===== src/rtl/spi_sr_pkg.sv =====
package spi_sr_pkg;

  // Command codes
  localparam logic [7:0] OP_WRITE_EN  = 8'h06;
  localparam logic [7:0] OP_STATUS_EN = 8'h50;
  localparam logic [7:0] OP_STATUS_WR = 8'h01;

  // Status byte layout
  localparam int LOCK_POS  = 7;
  localparam int BP_HI_POS = 5;
  localparam int BP_LO_POS = 2;
  localparam int EN_POS    = 1;
  localparam int BP_W      = BP_HI_POS - BP_LO_POS + 1;

  // Frame lengths
  localparam int BYTE_BITS  = 8;
  localparam int WR_BITS    = 2 * BYTE_BITS;

  typedef struct packed {
    logic            lock;
    logic [BP_W-1:0] bp;
    logic            wen;
  } sr_state_t;

  function automatic logic [7:0] sr_pack(input sr_state_t s);
    logic [7:0] v;
    v = 8'h00;
    v[LOCK_POS]             = s.lock;
    v[BP_HI_POS:BP_LO_POS]  = s.bp;
    v[EN_POS]               = s.wen;
    return v;
  endfunction

endpackage


===== src/rtl/spi_pin_sync.sv =====
module spi_pin_sync #(
  parameter int          WIDTH     = 4,
  parameter int          STAGES    = 2,
  parameter logic [WIDTH-1:0] RST_VAL = '0
) (
  input  logic             clk,
  input  logic             rst_n,
  input  logic [WIDTH-1:0] d_i,
  output logic [WIDTH-1:0] q_o
);

  logic [WIDTH-1:0] chain_q [STAGES];

  genvar g;
  generate
    for (g = 0; g < STAGES; g++) begin : g_stage
      always_ff @(posedge clk or negedge rst_n) begin
        if (!rst_n) begin
          chain_q[g] <= RST_VAL;
        end else if (g == 0) begin
          chain_q[g] <= d_i;
        end else begin
          chain_q[g] <= chain_q[(g == 0) ? 0 : g-1];
        end
      end
    end
  endgenerate

  assign q_o = chain_q[STAGES-1];

endmodule


===== src/rtl/spi_frame_rx.sv =====
module spi_frame_rx #(
  parameter int CNT_W   = 5,
  parameter int SHIFT_W = 16
) (
  input  logic               clk,
  input  logic               rst_n,
  input  logic               cs_n_s,
  input  logic               sck_s,
  input  logic               mosi_s,
  output logic [CNT_W-1:0]   bit_cnt_o,
  output logic [SHIFT_W-1:0] shift_o,
  output logic               frame_end_o
);

  localparam logic [CNT_W-1:0] CNT_MAX = {CNT_W{1'b1}};

  logic               sck_prev_q;
  logic               cs_prev_q;
  logic               sck_rise;
  logic [CNT_W-1:0]   cnt_q;
  logic [SHIFT_W-1:0] sh_q;

  always_ff @(posedge clk or negedge rst_n) begin
    if (!rst_n) begin
      sck_prev_q <= 1'b0;
      cs_prev_q  <= 1'b1;
    end else begin
      sck_prev_q <= sck_s;
      cs_prev_q  <= cs_n_s;
    end
  end

  assign sck_rise    = sck_s & ~sck_prev_q & ~cs_n_s;
  assign frame_end_o = cs_n_s & ~cs_prev_q;

  // Counter and shifter are cleared whenever chip-select is high
  always_ff @(posedge clk or negedge rst_n) begin
    if (!rst_n) begin
      cnt_q <= '0;
      sh_q  <= '0;
    end else if (cs_n_s) begin
      cnt_q <= '0;
      sh_q  <= '0;
    end else if (sck_rise) begin
      if (cnt_q != CNT_MAX) cnt_q <= cnt_q + 1'b1;
      sh_q <= {sh_q[SHIFT_W-2:0], mosi_s};
    end
  end

  assign bit_cnt_o = cnt_q;
  assign shift_o   = sh_q;

  // a frame that has closed leaves no residue for the next one
  p_frame_clear_r11: assert property (@(posedge clk) disable iff (!rst_n)
    frame_end_o |=> (cnt_q == '0) && (sh_q == '0));

  // the counter only advances on a serial clock rise inside a frame
  p_count_step_r4: assert property (@(posedge clk) disable iff (!rst_n)
    (!cs_n_s && !sck_rise) |=> $stable(cnt_q));

endmodule


===== src/rtl/spi_sr_ctrl.sv =====
module spi_sr_ctrl
  import spi_sr_pkg::*;
#(
  parameter int              CNT_W    = 5,
  parameter int              SHIFT_W  = 16,
  parameter logic [BP_W-1:0] BP_RESET = '1
) (
  input  logic               clk,
  input  logic               rst_n,
  input  logic               frame_end_i,
  input  logic [CNT_W-1:0]   bit_cnt_i,
  input  logic [SHIFT_W-1:0] shift_i,
  input  logic               wp_n_s,
  output logic [7:0]         status_o
);

  sr_state_t  sr_q;
  logic [7:0] first_byte;
  logic [7:0] cmd_byte;
  logic [7:0] data_byte;
  logic       is_enable;
  logic       is_write;
  logic       write_ok;

  assign first_byte = shift_i[BYTE_BITS-1:0];
  assign cmd_byte   = shift_i[WR_BITS-1:BYTE_BITS];
  assign data_byte  = shift_i[BYTE_BITS-1:0];

  assign is_enable = (bit_cnt_i == CNT_W'(BYTE_BITS)) &&
                     ((first_byte == OP_WRITE_EN) || (first_byte == OP_STATUS_EN));
  assign is_write  = (bit_cnt_i == CNT_W'(WR_BITS)) && (cmd_byte == OP_STATUS_WR);
  assign write_ok  = sr_q.wen && (wp_n_s || !sr_q.lock);

  always_ff @(posedge clk or negedge rst_n) begin
    if (!rst_n) begin
      sr_q.lock <= 1'b0;
      sr_q.bp   <= BP_RESET;
      sr_q.wen  <= 1'b0;
    end else if (frame_end_i) begin
      sr_q.wen <= is_enable;
      if (is_write && write_ok) begin
        sr_q.lock <= data_byte[LOCK_POS];
        sr_q.bp   <= data_byte[BP_HI_POS:BP_LO_POS];
      end
    end
  end

  assign status_o = sr_pack(sr_q);

  // the register only moves after a frame closes
  p_commit_at_end_r4: assert property (@(posedge clk) disable iff (!rst_n)
    !frame_end_i |=> $stable(status_o));

  // locked with protect low keeps every protection bit
  p_lockdown_r5: assert property (@(posedge clk) disable iff (!rst_n)
    (!wp_n_s && sr_q.lock) |=> $stable(status_o[7:2]));

  // no enable, no write
  p_need_enable_r9: assert property (@(posedge clk) disable iff (!rst_n)
    (frame_end_i && !sr_q.wen) |=> $stable(status_o[7:2]));

  // any frame other than an enable leaves the flag clear
  p_enable_drop_r10: assert property (@(posedge clk) disable iff (!rst_n)
    (frame_end_i && !is_enable) |=> !status_o[EN_POS]);

  // an enable frame sets the flag
  p_enable_set_r2: assert property (@(posedge clk) disable iff (!rst_n)
    (frame_end_i && is_enable) |=> status_o[EN_POS]);

endmodule


===== src/rtl/spi_sr_guard.sv =====
module spi_sr_guard
  import spi_sr_pkg::*;
#(
  parameter int              SYNC_STAGES = 2,
  parameter int              CNT_W       = 5,
  parameter logic [BP_W-1:0] BP_RESET    = '1
) (
  input  logic       clk,
  input  logic       rst_n,
  input  logic       spi_cs_n,
  input  logic       spi_sck,
  input  logic       spi_mosi,
  input  logic       spi_wp_n,
  output logic [7:0] status_o
);

  localparam int SHIFT_W = WR_BITS;
  localparam int PIN_N   = 4;
  // pin order: cs, sck, mosi, wp
  localparam logic [PIN_N-1:0] PIN_RST = 4'b1001;

  logic [PIN_N-1:0]   pins_s;
  logic [CNT_W-1:0]   bit_cnt;
  logic [SHIFT_W-1:0] shift_w;
  logic               frame_end;

  spi_pin_sync #(
    .WIDTH  (PIN_N),
    .STAGES (SYNC_STAGES),
    .RST_VAL(PIN_RST)
  ) u_sync (
    .clk  (clk),
    .rst_n(rst_n),
    .d_i  ({spi_cs_n, spi_sck, spi_mosi, spi_wp_n}),
    .q_o  (pins_s)
  );

  spi_frame_rx #(
    .CNT_W  (CNT_W),
    .SHIFT_W(SHIFT_W)
  ) u_rx (
    .clk        (clk),
    .rst_n      (rst_n),
    .cs_n_s     (pins_s[3]),
    .sck_s      (pins_s[2]),
    .mosi_s     (pins_s[1]),
    .bit_cnt_o  (bit_cnt),
    .shift_o    (shift_w),
    .frame_end_o(frame_end)
  );

  spi_sr_ctrl #(
    .CNT_W   (CNT_W),
    .SHIFT_W (SHIFT_W),
    .BP_RESET(BP_RESET)
  ) u_ctrl (
    .clk        (clk),
    .rst_n      (rst_n),
    .frame_end_i(frame_end),
    .bit_cnt_i  (bit_cnt),
    .shift_i    (shift_w),
    .wp_n_s     (pins_s[0]),
    .status_o   (status_o)
  );

endmodule


===== config.mk =====
export PLATFORM = sky130hd
export DESIGN_NAME = spi_sr_guard
export DESIGN_NICKNAME = d
export VERILOG_FILES = /design/src/rtl/spi_sr_pkg.sv /design/src/rtl/spi_pin_sync.sv /design/src/rtl/spi_frame_rx.sv /design/src/rtl/spi_sr_ctrl.sv /design/src/rtl/spi_sr_guard.sv
export SDC_FILE = /design/constraint.sdc
export NUM_CORES = 1
export LEC_CHECK = 0
export CORE_ASPECT_RATIO = 1.25
export CORE_MARGIN = 3
export CORE_UTILIZATION = 55
export CTS_BUF_LIST = sky130_fd_sc_hd__clkbuf_2 sky130_fd_sc_hd__clkbuf_4 sky130_fd_sc_hd__clkbuf_8
export DETAILED_ROUTE_END_ITERATION = 16
export DONT_BUFFER_PORTS = 1
export PLACE_DENSITY = 0.7
export SETUP_SLACK_MARGIN = 0.4
export SYNTH_ARGS = -nofsm -noshare
export SYNTH_HDL_FRONTEND = slang
export SYNTH_HIERARCHICAL = 1
export SYNTH_SLANG_ARGS = --single-unit
export TNS_END_PERCENT = 20

===== constraint.sdc =====
create_clock -name clk -period 2.4 [get_ports clk]
set_clock_uncertainty 0.2 [all_clocks]
set_input_delay 0.48 -clock clk [delete_from_list [all_inputs] [get_ports clk]]
set_output_delay 0.48 -clock clk [all_outputs]
set_load 0.005 [all_outputs]

==> summary.txt <==
Yosys
  • Number of flops mapped to enable cells by yosys: 0
  • Mean Syn Cell Area: 11.0 sq um
  • Prevailing post-synth register cell: dfrtp_1
  • Sequential fraction of the synthesis area: 60.6%
  • Library cells used by synthesis: 33
  • Synth warn: 6
  • Flops & latches, synth: 37
  • Synth Cell Area: 1550 sq um
  • Asr flop ratio synth: 100%
  • Post-synthesis cell count: 141

GRT
  • Largest net degree at the start of global routing: 38
  • Initial antenna violation count: 0
  • Total track usage: 18.9%
  • Total gr overflow: 0
  • Number of global-route vias before repair: 1,045
  • Wire length of the first global-routing pass: 4.65 mm

Floorplanning
  • Die extent in y: 65.3 microns
  • # IOs: 14
  • Die Width: 53.4 microns
  • Row cnt: 20
  • Initial core utilization: 60.6%
  • Die ar.: 3490 sq um
  • Core Area: 2550 sq um

Routing
  • Final wirelength: 2.75 mm
  • Post-route antenna net violation count: 0
  • Via/cell ratio: 5.62
  • WL/cell: 14.8 microns
  • Routed wl met2: 1.37 mm
  • Met1 WL: 1.17 mm
  • Max Used Layer: met4
  • Met3 wire len: 121 microns
  • Vias: 1,045
  • Pre-antenna DRT Iters: 4
  • DR iter-0 viols: 34
  • DRC: 0

Critical path
  • Worst setup SP type: register
  • Worst EP arrival: 2.04 ns
  • Critical path buffer and inverter count: 0
  • CP Cell Sequence: ha_1 > and3_1 > ha_4 > or4_1 > a21oi_1
  • Crit-path leading delay family: simple AND/OR/NAND/NOR gates
  • Crit Path Max Fanout: 6
  • Slowest CP cell: or4_1
  • CP max stage delay: 0.51 ns
  • Worst Path Class, Setup: register to register
  • CP endpoint kind: register
  • Worst EP required: 2.47 ns

Clock network
  • Worst-Skew Late Latency: 0.34 ns
  • Clock root buffer master: clkbuf_4
  • CTS clk-pin slew, worst paths: 0.10 ns
  • CTS tree: yes
  • H-tree levels: 2
  • Clk buf depth: 2
  • TritonCTS buffer count: 5
  • Clk sink count: 37

STA
  • Period utilization: 82.2%
  • Setup-failing EPs final: 0
  • Fin crit period: 1.97 ns
  • Hold slack final: 0.161 ns
  • Setup TNS Final: 0 ns
  • Fin. max-slew vios: 0
  • Fmax: 0.507 GHz
  • Final Hold Fails: 0
  • RSZ-0062 raised after global routing: yes

Placed design
  • RePlAce Congestion: 0.774
  • Port Buffer Count: 0
  • DP Wirelength: 1.67 mm

Run
  • # Max-Cap Violations: 0

Layout
  • Fin nets: 160
  • Layout cell share with drive strength beyond 1: 26.1%
  • Area growth syn-to-layout: 13.4%
  • Inserted Diodes: 0
  • FILL cells: 189

Run status
  • Status: completed

Pwr
  • Worst VDD drop: 519 uV
  • Pleak: 0.752 nW
  • Power per cell area: 601 nW/um^2

Min path
  • Min-delay worst type: register to register
[path summary, 6_finish.rpt]
check                                              start                             to  slack [ns]  depth (start not counted)
min in group asynchronous                          rst_n   u_rx/shift_o[13]$_DFFE_PN0P_        0.37                          2
setup reg to reg           u_rx/bit_cnt_o[0]$_DFFE_PN0P_  u_rx/bit_cnt_o[3]$_DFFE_PN0P_        0.43                          5
hold reg to reg              u_sync/chain_q[4]$_DFF_PN1_        u_sync/q_o[0]$_DFF_PN1_        0.16                          0
setup / recovery           u_rx/bit_cnt_o[0]$_DFFE_PN0P_  u_rx/bit_cnt_o[3]$_DFFE_PN0P_        0.43                          5
max in group asynchronous                          rst_n    u_sync/chain_q[7]$_DFF_PN1_        1.36                          2
hold / removal               u_sync/chain_q[4]$_DFF_PN1_        u_sync/q_o[0]$_DFF_PN1_        0.16                          0
[cell families after synthesis]
| logic type | Yosys count | synth area share, % |
|---|---|---|
| DFF | 37 | 60.6 |
| xor gates and xnor gates | 2 | 1.13 |
| buffers and inverters | 14 | 5.50 |
| muxes | 5 | 3.64 |
| adders and majority gates | 2 | 1.62 |
| and+or+nand+nor | 55 | 18.9 |
| other | 1 | 0.242 |
| AOI/OAI and AO/OA | 25 | 8.41 |
[metal layers]
| layer | vias to the layer above | track usage [%] |
|---|---|---|
| met1 | 512 | 22.9 |
| li1 | 488 | - |
| met4 | 0 | 11.8 |
| met3 | 10 | 5.67 |
| met2 | 35 | 28.7 |
| met5 | - | 0 |
[cell usage after synthesis (all sizes together) (2+ instances only)]
master	instances	area share [%]
a21oi	19	6.1
o21ai	3	0.97
nor4b	2	1.9
buf	9	4.2
inv	2	0.49
ha	2	1.6
dfrtp	28	45
clkbuf	3	0.81
nor4	2	0.81
xnor2	2	1.1
nand2	36	8.7
nor2	3	0.73
nor2b	2	0.81
dfstp	9	15
nor3	2	1.4
mux2	5	3.6
[cell usage in the layout, fill, tap and decap left out, types with 2 or more instances in the layout]
master / n
o21ai_0: 2
mux2_2: 3
nand2_1: 36
dfstp_2: 9
conb_1: 2
buf_4: 8
xnor2_1: 2
nor2_1: 3
clkbuf_4: 8
a21oi_1: 19
nor4_1: 2
dlygate4sd3_1: 5
dfrtp_1: 27
inv_1: 2
[report_power, final]
group	leakage (nW)	switching, mW	total [mW]	internal (mW)
clock network	0.0368	0.190	0.341	0.151
logic	0.244	0.0388	0.0665	0.0277
registers	0.471	0.00834	0.647	0.639
total	0.752	0.237	1.05	0.817
[flip-flops by register name (all words and copies together) (netlist names)]
register	count
u_rx/shift_o	16
u_rx/sck_prev_q	1
u_sync/chain_q	4
u_rx/bit_cnt_o	5
u_ctrl/status_o	6
u_sync/q_o	4
u_rx/cs_prev_q	1
[stage by stage]
| stage | utilization (%) | area, sq um | worst slack [ns] | std cells | total power, mW |
|---|---|---|---|---|---|
| detailed placement | 59.9 | 1530 | 0.278 | 165 | 0.691 |
| CTS | 67.3 | 1720 | 0.383 | 184 | 1.06 |
| global route | 68.7 | 1750 | 0.382 | 186 | 1.10 |
| global placement | 59.9 | 1530 | 0.295 | 165 | 0.690 |
| floorplan | - | 1550 | 0.437 | 142 | 0.691 |
| finish | 68.7 | 1750 | 0.426 | 186 | 1.05 |
[area by class of cell]
| cell class | count | area, sq um | share of cell area, % |
|---|---|---|---|
| sequential | 37 | 938 | 53.5 |
| multi-input combinational | 91 | 566 | 32.2 |
| timing repair buffer | 15 | 141 | 8.06 |
| clock buffer | 8 | 60.1 | 3.42 |
| tap | 33 | 41.3 | 2.35 |
| inverter | 2 | 7.51 | 0.428 |
[timing repair]
| item | 4_1_cts | 5_1_grt |
|---|---|---|
| buffers inserted | 5 | 2 |
| endpoints found under the hold margin | 41 | 0 |
| gates resized for setup | 5 | 4 |
| pin swaps | 1 | 1 |
| hold buffers | 6 | 0 |
| setup endpoints to repair | 7 | 9 |
(Power assumes the default switching activity.)
